File: config.mk
export PLATFORM = sky130hd
export DESIGN_NAME = xfmr_pushpull_osc
export DESIGN_NICKNAME = d
export VERILOG_FILES = /design/src/rtl/xpp_pkg.sv /design/src/rtl/xpp_ctrl.sv /design/src/rtl/xpp_datapath.sv /design/src/rtl/xfmr_pushpull_osc.sv
export SDC_FILE = /design/constraint.sdc
export NUM_CORES = 1
export LEC_CHECK = 0
export BUFFER_PORTS_ARGS = -buffer_cell sky130_fd_sc_hd__clkbuf_2
export CORE_MARGIN = 2
export CORE_UTILIZATION = 55
export DETAILED_ROUTE_END_ITERATION = 8
export MAX_ROUTING_LAYER = met4
export PLACE_DENSITY = 0.86
export SKIP_LAST_GASP = 1
export SYNTH_ARGS = -nofsm -noshare
export SYNTH_HDL_FRONTEND = slang
export SYNTH_HIERARCHICAL = 1
export SYNTH_SLANG_ARGS = --single-unit
File: constraint.sdc
create_clock -name clk -period 2.3 [get_ports clk]
set_input_delay 0 -clock clk [delete_from_list [all_inputs] [get_ports clk]]
set_output_delay 0 -clock clk [all_outputs]
set_load 0.05 [all_outputs]
File: src/rtl/xpp_pkg.sv
package xpp_pkg;

  // Supply-level setting that selects the switching frequency
  typedef enum logic {
    MODE_LOW  = 1'b0,
    MODE_HIGH = 1'b1
  } supplyMode_e;

  // Strobes from the control to the output stage
  typedef struct packed {
    logic phaseAOn;
    logic phaseBOn;
  } phaseStrobe_t;

  // Clocks per switching period (rounded down)
  function automatic int periodCycles(input int clkHz, input int freqHz);
    return clkHz / freqHz;
  endfunction

endpackage

File: src/rtl/xpp_ctrl.sv
module xpp_ctrl
  import xpp_pkg::*;
#(
  parameter int PERIOD_LO = 757,
  parameter int PERIOD_HI = 500,
  parameter int DEAD_CYC  = 4
) (
  input  logic         clk,
  input  logic         rstN,
  input  logic         supplyGood,
  input  supplyMode_e  modeSel,
  output phaseStrobe_t strobe,
  output logic         active
);

  localparam int PERIOD_MAX = (PERIOD_LO > PERIOD_HI) ? PERIOD_LO : PERIOD_HI;
  localparam int CNT_W      = $clog2(PERIOD_MAX);
  localparam int NUM_MODES  = 2;

  // Window bounds per mode
  logic [CNT_W-1:0] lastCnt [NUM_MODES];
  logic [CNT_W-1:0] aStop   [NUM_MODES];
  logic [CNT_W-1:0] bStart  [NUM_MODES];
  logic [CNT_W-1:0] bStop   [NUM_MODES];

  for (genvar m = 0; m < NUM_MODES; m++) begin : g_modeTab
    localparam int PER  = (m == 1) ? PERIOD_HI : PERIOD_LO;
    localparam int HALF = PER / 2;
    assign lastCnt[m] = CNT_W'(PER - 1);
    assign aStop[m]   = CNT_W'(HALF - DEAD_CYC);
    assign bStart[m]  = CNT_W'(HALF);
    assign bStop[m]   = CNT_W'(PER - DEAD_CYC);
  end

  supplyMode_e      curMode;
  logic             modeIdx;
  logic [CNT_W-1:0] cnt;
  logic             atLast;

  assign modeIdx = curMode;
  assign atLast  = (cnt == lastCnt[modeIdx]);

  // Period counter; mode is sampled only while idle or at the wrap
  always_ff @(posedge clk or negedge rstN) begin
    if (!rstN) begin
      active  <= 1'b0;
      cnt     <= '0;
      curMode <= MODE_LOW;
    end else begin
      active <= supplyGood;
      if (!active || atLast) begin
        cnt     <= '0;
        curMode <= modeSel;
      end else begin
        cnt <= cnt + 1'b1;
      end
    end
  end

  // Phase windows, gated by the live supply flag
  always_comb begin
    strobe = '0;
    if (active && supplyGood) begin
      strobe.phaseAOn = (cnt < aStop[modeIdx]);
      strobe.phaseBOn = (cnt >= bStart[modeIdx]) && (cnt < bStop[modeIdx]);
    end
  end

  assert_cnt_bound_R2: assert property (@(posedge clk) disable iff (!rstN)
    active |-> (cnt <= lastCnt[modeIdx]));

  assert_mode_hold_R8: assert property (@(posedge clk) disable iff (!rstN)
    (active && !atLast) |=> $stable(curMode));

  assert_restart_zero_R7: assert property (@(posedge clk) disable iff (!rstN)
    $rose(active) |-> (cnt == '0));

endmodule

File: src/rtl/xpp_datapath.sv
module xpp_datapath
  import xpp_pkg::*;
(
  input  logic         clk,
  input  logic         rstN,
  input  phaseStrobe_t strobe,
  output logic         drvA,
  output logic         drvB
);

  // Registered drive with a cross interlock as a last guard
  always_ff @(posedge clk or negedge rstN) begin
    if (!rstN) begin
      drvA <= 1'b0;
      drvB <= 1'b0;
    end else begin
      drvA <= strobe.phaseAOn && !drvB;
      drvB <= strobe.phaseBOn && !drvA;
    end
  end

  assert_no_overlap_R3: assert property (@(posedge clk) disable iff (!rstN)
    !(drvA && drvB));

  // The control's window already left the opposite phase off
  assert_gap_a_R5: assert property (@(posedge clk) disable iff (!rstN)
    strobe.phaseAOn |-> !drvB);

  assert_gap_b_R5: assert property (@(posedge clk) disable iff (!rstN)
    strobe.phaseBOn |-> !drvA);

endmodule

File: src/rtl/xfmr_pushpull_osc.sv
module xfmr_pushpull_osc
  import xpp_pkg::*;
#(
  parameter int CLK_HZ     = 250_000_000,
  parameter int FREQ_HI_HZ = 500_000,
  parameter int FREQ_LO_HZ = 330_000,
  parameter int DEAD_CYC   = 4
) (
  input  logic clk,
  input  logic rstN,
  input  logic supplyGood,
  input  logic modeSel,
  output logic phaseDrvA,
  output logic phaseDrvB,
  output logic running
);

  localparam int PERIOD_HI = periodCycles(CLK_HZ, FREQ_HI_HZ);
  localparam int PERIOD_LO = periodCycles(CLK_HZ, FREQ_LO_HZ);

  phaseStrobe_t strobe;

  xpp_ctrl #(
    .PERIOD_LO (PERIOD_LO),
    .PERIOD_HI (PERIOD_HI),
    .DEAD_CYC  (DEAD_CYC)
  ) u_ctrl (
    .clk        (clk),
    .rstN       (rstN),
    .supplyGood (supplyGood),
    .modeSel    (supplyMode_e'(modeSel)),
    .strobe     (strobe),
    .active     (running)
  );

  xpp_datapath u_datapath (
    .clk    (clk),
    .rstN   (rstN),
    .strobe (strobe),
    .drvA   (phaseDrvA),
    .drvB   (phaseDrvB)
  );

  assert_supply_off_R6: assert property (@(posedge clk) disable iff (!rstN)
    !supplyGood |=> (!phaseDrvA && !phaseDrvB && !running));

  assert_start_pulse_R7: assert property (@(posedge clk) disable iff (!rstN)
    ($rose(running) && supplyGood) |=> phaseDrvA);

endmodule

=== Word-level counts from Yosys, hierarchy flattened ===
Index checks and enable logic that the tools add are counted.
W data, S select, Z words.

* Word-level logic and storage cells: 34
* Flip-flop bits (word level): 14

* Bitwise logic cells: 1
* Mux-type cells: 14
* Order comparisons: 4
* Reduce and logical (&&, ||, !) cells: 8
* Equality and inequality tests: 1
* Add/sub/neg operators: 1

{| class="wikitable"
|+ Operators with widths
! kind !! number
|-
| $mux W10 || 11
|-
| $lt A10 B10 Y1 || 2
|-
| $mux W9 || 2
|-
| $add A10 B1 Y10 const B || 1
|-
| $eq A10 B10 Y1 || 1
|-
| $ge A10 B10 Y1 || 1
|-
| $logic_and A1 B1 Y1 || 4
|-
| $logic_not A1 Y1 || 3
|-
| $ge A2 B2 Y1 const B || 1
|-
| $mux W2 || 1
|-
| $not A1 Y2 || 1
|-
| $logic_or A1 B1 Y1 || 1
|}

=== Depth between registers and ports, before layout ===
Gate-level depths: netlist of the first run.

* Depth in word-level cells: 8
* Depth in mapped cells: 7
* Depth with buffers taken out: 7

=== By module ===
Netlist of the first run, hierarchy kept.

{| class="wikitable"
|+ Modules (own cells, without submodules)
! module !! area an instance (µm²) !! seq. area each (µm²) !! cells each !! instances
|-
| xpp_ctrl || 701.9 || 300.3 || 75 || 1
|-
| xpp_datapath || 77.6 || 50.0 || 4 || 1
|}

=== Least setup slack after synthesis of the first run ===
OpenSTA, ideal clock, no wires.

* Kind: register -> register
* Start: register u_ctrl.curMode
* End: register u_ctrl.curMode
* Path slack: 0.445 ns
* Buffers on the path: 0
* Stages on the path, launching flop included: 6
* Arrival time: 1.727 ns
* Cell sequence: dfrtp_1 inv_1 ha_1 or4_1 o21ai_2 mux2_1

* Cells in the longest elaborated chain, start to end: 6

{| class="wikitable"
|+ Ends and longest elaborated chain
! element !! RTL line !! source
|-
| start, declared || xpp_ctrl.sv:35 || <nowiki>supplyMode_e curMode;</nowiki>
|-
| start signal, assigned || xpp_ctrl.sv:53 || <nowiki>curMode <= modeSel;</nowiki>
|-
| $not A1 Y2 (not written as such) || xpp_ctrl.sv:41 || <nowiki>assign atLast = (cnt == lastCnt[modeIdx]);</nowiki>
|-
| $mux W10 (not written as such) (3 in a row) || xpp_ctrl.sv:41 ||
|-
| $eq A10 B10 Y1 || xpp_ctrl.sv:41 ||
|-
| $logic_or A1 B1 Y1 || xpp_ctrl.sv:51 || <nowiki>if (!active || atLast) begin</nowiki>
|}

Every way passes these cells. The select of a mux whose other input is x is not followed.
A chain may end at the register's enable or synchronous reset.

=== Final worst setup path of the first run ===
Ends and elaborated chain as after synthesis.

==> reports/summary.txt, run 1 <==
======================================================================================
Total number of yosys warnings                                                       6
Core footprint                                                            0.001318 sq mm
Power per Cell Area                                                       559.0 mW/mm^2
P_leak                                                                    0.0004024 uW
Area leader, netlist                                                           dfrtp_1
Peak ir drop on the vdd network                                              0.3802 mV
Antenna violations before repair                                                     0
Chip width                                                                    41.65 um
Finished Cell Area                                                         885.9 sq um
Post-synthesis instance area                                               779.5 sq um
Post-synthesis net count                                                            89
Clock buffers created by TritonCTS                                                   3
Routed WL                                                                      1466 um
Total iterations of the first detailed-routing run                                   4
Post-detailed-route DRC marker count                                                 0
Main area contributors after synthesis                                    dfrtp_1, ha_1, nor2_1
Adder and majority cell fraction of the synthesized area                       0.09631
Met3 Use GR                                                                    0.03913
Number of gates given a new drive strength after cts                                 0
Die area                                                                  0.001734 sq mm
Most instantiated cells after synthesis                                   dfrtp_1, nor2_1, ha_1, xnor2_1
Final worst path period need                                                  1.987 ns
CP required                                                                    2.47 ns
Run status                                                                complete, no violations
Worst-case reg-to-reg path depth                                                     6
Summed negative setup slack over all endpoints                                    0 ns
Ant diodes                                                                           0
Worst max-slew margin expressed relative to the limit                           0.7696
Synthesized-area fraction occupied by ao, oa, aoi and oai cells                0.06581
First-pass GRT wire length                                                     2608 um
Transition time at the pin with the least slew margin                        0.3456 ns
Fraction of synthesized area in multiplexers                                   0.01445
Setup repair after global routing missed its margin                                 no
MaxCap Viol Count                                                                    0
Gate Count Post-Synth                                                               79
Crit Path Category                                                        flip-flop to flip-flop
Layout fillers                                                                      91
Worst Hold Margin                                                            0.1712 ns
Clk pin slew, worst setup/hold paths                                           0.08 ns
Layout Skew                                                               0.0009447 ns
Share of the synthesized netlist area taken by xor and xnor gates              0.08989
Fraction of the yosys area taken by sequential cells                            0.4494
Top fanout value on the critical path                                                6
HPWL after detailed placement                                                  1048 um
Height of the chip                                                            41.65 um
Fraction of layout instances using a drive strength above 1                     0.1556
Area growth from synthesis to final layout                                      13.64%
Number of storage elements in the synthesis netlist                                 14
Deepest level of the CTS H-tree                                                      1
Weighted congestion reported at the end of routability-driven placement         0.8126
Portion of synthesized cell area occupied by the leading cell type              0.4494
Per-cell via count in the routed design                                          5.486
Starting density of the core                                                    0.5916
Total global routing overflow                                                        0
Mean instance size in the synthesized netlist                              9.867 sq um
Routed len/inst                                                               13.96 um
Cell area after placement                                                  819.5 sq um
Global Route Usage Sum                                                          0.2072
Pin count of the biggest net entering global routing                                15
Pins over their slew limit                                                           0
Post-synth cell types                                                               25
Via count                                                                          576
Sort of element at the end of the critical path                              flip-flop
Vias in the first global route                                                     551
Met2 demand-to-capacity share in global routing                                 0.2844
Post-synth EDFFs                                                                     0
Number of DRC violations after detailed-routing iteration 0                         30
Hold WC Path Type                                                         input port to async pin
CTS tree                                                                          done
Antenna violation net count after detailed routing                                   0
Clock network latency to the later pin of the worst-skew pair                  0.28 ns
Most used DFF post-synth                                                       dfrtp_1
Highest clock rate                                                          0.5033 GHz
Hold Violations, Final                                                               0
Grt met1 use                                                                    0.2955
Arr. time, crit path                                                           2.15 ns
Clock net sink count                                                                14
Sort of element at the start of the critical path                            flip-flop
Share of synthesized registers carrying an async set or reset                    1.000
Area share of and/or/nand/nor cells after synthesis                             0.2392
Port buffer count                                                                    6
Clock Tree Buf Depth                                                                 2
Final #Nets                                                                        101
Number of primary I/O pins                                                           7
Share of the clock period used by the worst path after layout                   0.8638
Cell chosen for the clock root                                                clkbuf_4
Setup violation total in the final timing report                                     0
Total number of placement rows                                                      13
Combinational family with the most area after synthesis                   simple AND/OR/NAND/NOR gates
Most Used Layer, Global Route                                                     met1
======================================================================================
==> state kept, by name, indices dropped and copies added, names as in the netlist <==
signal,count
u_ctrl/active,1
u_ctrl/cnt,10
u_ctrl/curMode,1
u_datapath/drvA,1
u_datapath/drvB,1
==> power by group <==
group | total (uW) | leakage (uW) | switching, uW | internal, uW
clock | 174 | 0.0000210 | 77.4 | 96.3
combinational | 53.9 | 0.000194 | 31.4 | 22.5
sequential | 268 | 0.000187 | 14.0 | 254
==> critical path, stage by stage (launching register included) <==
cell and delay (ns):
dfrtp_1 0.44, inv_1 0.11, ha_1 0.30, nand4_1 0.10
or4_1 0.44, o21ai_2 0.15, mux2_1 0.33
==> final cells by class <==
class	instances	area, sq um	area share
Inverter	5	18.77	0.02119
Timing Repair Buffer	10	67.56	0.07627
Sequential cell	14	350.3	0.3955
Tap cell	15	18.77	0.02119
Multi-Input combinational cell	57	394.1	0.4449
Clock buffer	4	36.28	0.04096
==> per-layer routing <==
metal  routed length (um)  vias up
li1                     -      292
met1                  699      270
met2                  700       10
met3                   52        4
met4                   13        0
met5                    0        -
==> final timing paths <==
check	slack (ns)	from	end
max reg2reg	0.31	u_ctrl/curMode	u_ctrl/curMode
min	0.17	rstN	u_ctrl/cnt[7]
max	0.31	u_ctrl/curMode	u_ctrl/curMode
min reg2reg	0.48	u_datapath/drvB	u_datapath/drvA
max in group asynchronous	1.88	rstN	u_ctrl/cnt[3]
min in group clk	0.41	supplyGood	u_ctrl/active
==> layout by cell type (no fill, tap or decap), drive strengths merged <==
cell | Yosys | layout
or4 | 1 | 1
mux2 | 1 | 1
xor2 | 2 | 2
nand4 | 3 | 3
inv | 5 | 5
o31ai | 1 | 1
clkbuf | 1 | 10
nor2 | 14 | 14
and3 | 1 | 1
nor4b | 1 | 1
nor3b | 1 | 1
dfrtp | 14 | 14
o311a | 1 | 1
buf | 2 | 1
nand3 | 3 | 3
dlygate4sd3 | 0 | 3
a21oi | 2 | 2
a211oi | 2 | 2
ha | 6 | 6
nor2b | 2 | 2
o21ai | 1 | 1
nand2 | 5 | 5
xnor2 | 6 | 6
nor3 | 3 | 3
and3b | 1 | 1
==> metrics by stage <==
step                      setup WS, ns  power (uW)    util  cells
after floorplan                 0.4450       304.2       -     79
after global placement          0.3931       318.9  0.6220     98
after detailed placement        0.3173       322.5  0.6220     98
after CTS                       0.3035       499.5  0.6724    105
after global routing            0.1692       526.5  0.6724    105
final                           0.3133       495.2  0.6724    105
==> repair_timing <==
| action | 4_1_cts | 5_1_grt |
|---|---|---|
| hold buffers | 3 | 0 |
| setup buffers | 0 | 0 |
| endpoints found under the setup margin | 0 | 0 |
| hold endpoints to repair | 16 | 0 |
==> cell families after synthesis <==
| logic type | count (synthesis) |
|---|---|
| xor+xnor | 8 |
| flops | 14 |
| simple gates | 35 |
| buf+inv | 8 |
| mux | 1 |
| compound gates | 7 |
| fa+ha+maj | 6 |
(Power assumes the default switching activity.)
==> inputs of run 2 (changes only) <==
--- a/config.mk
+++ b/config.mk
@@ -11,6 +11,7 @@
 export DETAILED_ROUTE_END_ITERATION = 8
 export MAX_ROUTING_LAYER = met4
 export PLACE_DENSITY = 0.86
+export RECOVER_POWER = 100
 export SKIP_LAST_GASP = 1
 export SYNTH_ARGS = -nofsm -noshare
 export SYNTH_HDL_FRONTEND = slang
==> run 2 against run 1 <==
Highest routed layer unchanged. Clock power about the same. Sequential power about the same. Fmax shrank 0.89%. Routed wire length up 1.9%. Cell count did not move. Final area is 2.5% lower. Count of clock-buffer cells in the layout is the same. First-iteration DRC count down 50%. Largest power group unchanged. Non-clock buffer count did not move. Global-route usage unchanged. Core utilization down 1.7 points.
==> reports/summary.txt, run 2 (synthesis gave the netlist of run 1 again) <==
======================================================================================
Starting density of the core                                                    0.5916   unchanged
CTS tree                                                                          done
Crit path buf inv count                                                              2   +1
Via count                                                                          594   +3.1%
Core footprint                                                            0.001318 sq mm   unchanged
Number of DRC violations after detailed-routing iteration 0                         15   -50%
Crit Path Category                                                        flip-flop to flip-flop
Number of placed instances with taps included                                       98   unchanged
Vias in the first global route                                                     551   unchanged
Port buffer count                                                                    6   unchanged
HPWL after detailed placement                                                  1048 um   unchanged
Final worst path period need                                                  2.005 ns   +0.01791 ns
Total iterations of the first detailed-routing run                                   4   unchanged
Setup violation total in the final timing report                                     0   unchanged
Register-to-register setup slack                                               0.30 ns   -0.02 ns
Setup Fix Bufs, Post-CTS                                                             0   unchanged
P_leak                                                                    0.0003861 uW   -4.0%
Number of flip-flops under the largest register name                                10   unchanged
Fin worst setup slack                                                        0.2954 ns   -0.01791 ns
Non-filler cells in the finished layout                                            105   unchanged
Antenna violation net count after detailed routing                                   0   unchanged
Deepest level of the CTS H-tree                                                      1   unchanged
Height of the chip                                                            41.65 um   unchanged
Crit Reg-Reg Startpoint                                                   u_ctrl/curMode
Number of primary I/O pins                                                           7   unchanged
Weighted congestion reported at the end of routability-driven placement         0.8126   unchanged
Clock network fraction of total power                                            0.353   +0.002
Total global routing overflow                                                        0   unchanged
Summed negative setup slack over all endpoints                                    0 ns   unchanged
Die area                                                                  0.001734 sq mm   unchanged
Peak ir drop on the vdd network                                              0.3801 mV   about the same
Cell chosen for the clock root                                                clkbuf_4
Most used cells in the layout excluding fill and tap cells                nor2_1, dfrtp_1, xnor2_1, ha_1
Power per Cell Area                                                       571.2 mW/mm^2   +2.2%
Share of the clock period used by the worst path after layout                   0.8716   +0.007789
Run status                                                                complete, no violations
Worst max-slew margin expressed relative to the limit                           0.5207   -0.2489
Clock buffers created by TritonCTS                                                   3   unchanged
Hold WC Path Type                                                         input port to async pin
Top reg by flops                                                            u_ctrl/cnt
Pins over their slew limit                                                           0   unchanged
Post-detailed-route DRC marker count                                                 0   unchanged
MaxCap Viol Count                                                                    0   unchanged
Ant diodes                                                                           0   unchanged
Clock network latency to the later pin of the worst-skew pair                  0.28 ns   about the same
Pin count of the biggest net entering global routing                                15   unchanged
Cell type of the slowest stage on the worst timing path                        dfrtp_1
Arr. time, crit path                                                           2.17 ns   +0.02 ns
Sort of element at the start of the critical path                            flip-flop
Routed WL                                                                      1494 um   +1.9%
Fraction of layout instances using a drive strength above 1                    0.08889   -0.06667
Psw                                                                           122.7 uW   about the same
Antenna violations before repair                                                     0   unchanged
Setup slack after placement                                                  0.3173 ns   unchanged
Kind of cell adding the most delay to the critical path                   simple AND/OR/NAND/NOR gates
Top fanout value on the critical path                                               10   +4
Sw Ratio                                                                        0.2489   +0.001081
Area growth from synthesis to final layout                                      10.75%
Setup repair after global routing missed its margin                                 no
Transition time at the pin with the least slew margin                        0.7189 ns   +0.3734 ns
Clock Tree Buf Depth                                                                 2   unchanged
Chip width                                                                    41.65 um   unchanged
Maximum cell stage delay along the critical path                               0.44 ns   about the same
Worst-case reg-to-reg path depth                                                     7   +1
CP required                                                                    2.46 ns   about the same
Routed len/inst                                                               14.23 um   +1.9%
First-pass GRT wire length                                                     2608 um   unchanged
Highest clock rate                                                          0.4988 GHz   -0.89%
Sort of element at the end of the critical path                              flip-flop
Sequential power share                                                           0.542   +0.002
Worst setup path startpoint                                               u_ctrl/curMode
Critical path, cell by cell                                               inv_1 > ha_1 > nand4_1 > or4_1 > o21ai_2 > clkbuf_2 > nor2_1
Final #Nets                                                                        101   unchanged
Layout Skew                                                                0.001480 ns   +0.0005351 ns
Internal Dissipation                                                          370.3 uW   -0.56%
Gate power share                                                                 0.105   -0.004
Per-cell via count in the routed design                                          5.657   +3.1%
Path length in cells of the critical path                                            7   +1
Post-layout util                                                                0.6553   -0.01709
Total number of placement rows                                                      13   unchanged
Overall Power                                                                 493.1 uW   -0.42%
Clk pin slew, worst setup/hold paths                                           0.08 ns   about the same
Global Route Usage Sum                                                          0.2072   unchanged
Clock net sink count                                                                14   unchanged
Hold Violations, Final                                                               0   unchanged
======================================================================================
run 2: worst paths after layout:
kind,endpoint
hold reg to reg,u_datapath/drvA
hold / removal,u_ctrl/cnt[7]
min in group clk,u_ctrl/active
setup reg to reg,u_ctrl/cnt[9]
max in group asynchronous,u_ctrl/cnt[5]
setup / recovery,u_ctrl/cnt[9]
run 2: area by class of cell:
class                   count  area, sq um
inverters                   5        18.77
fillers                    98        454.2
well taps                  15        18.77
multi-input cells          57        379.1
flip-flops and latches     14        350.3
repair buffers             10        60.06
clock buffers               4        36.28
run 2: power by group through the flow:
stage          logic, uW  registers [uW]  clock network, uW
6_report            51.8             267                174
3_3_place_gp        47.4             271                  0
2_1_floorplan       31.5             273                  0
5_1_grt             60.2             269                195
4_1_cts             54.1             267                178
3_5_place_dp        50.1             272                  0
run 2: metrics by stage:
stage          instance area (sq um)  hold slack, ns
2_1_floorplan                  779.5         -0.2956
3_3_place_gp                   819.5        -0.08818
3_5_place_dp                   819.5        -0.08318
4_1_cts                        885.9          0.1648
5_1_grt                        863.3          0.3895
6_report                       863.3          0.3047
run 2: timing repair:
action / 4_1_cts / 5_1_grt
gates resized for setup: 0 / 0
hold endpoints to repair: 16 / 0
hold buffers: 3 / 0
run 2: layer usage:
metal  global-route usage  up-vias  share of wire
met5                    -        -              0
met2               0.2844       19           0.46
met1               0.2955      281           0.48
li1                     -      290              -
met4              0.09677        0          0.010
met3              0.03913        4          0.048
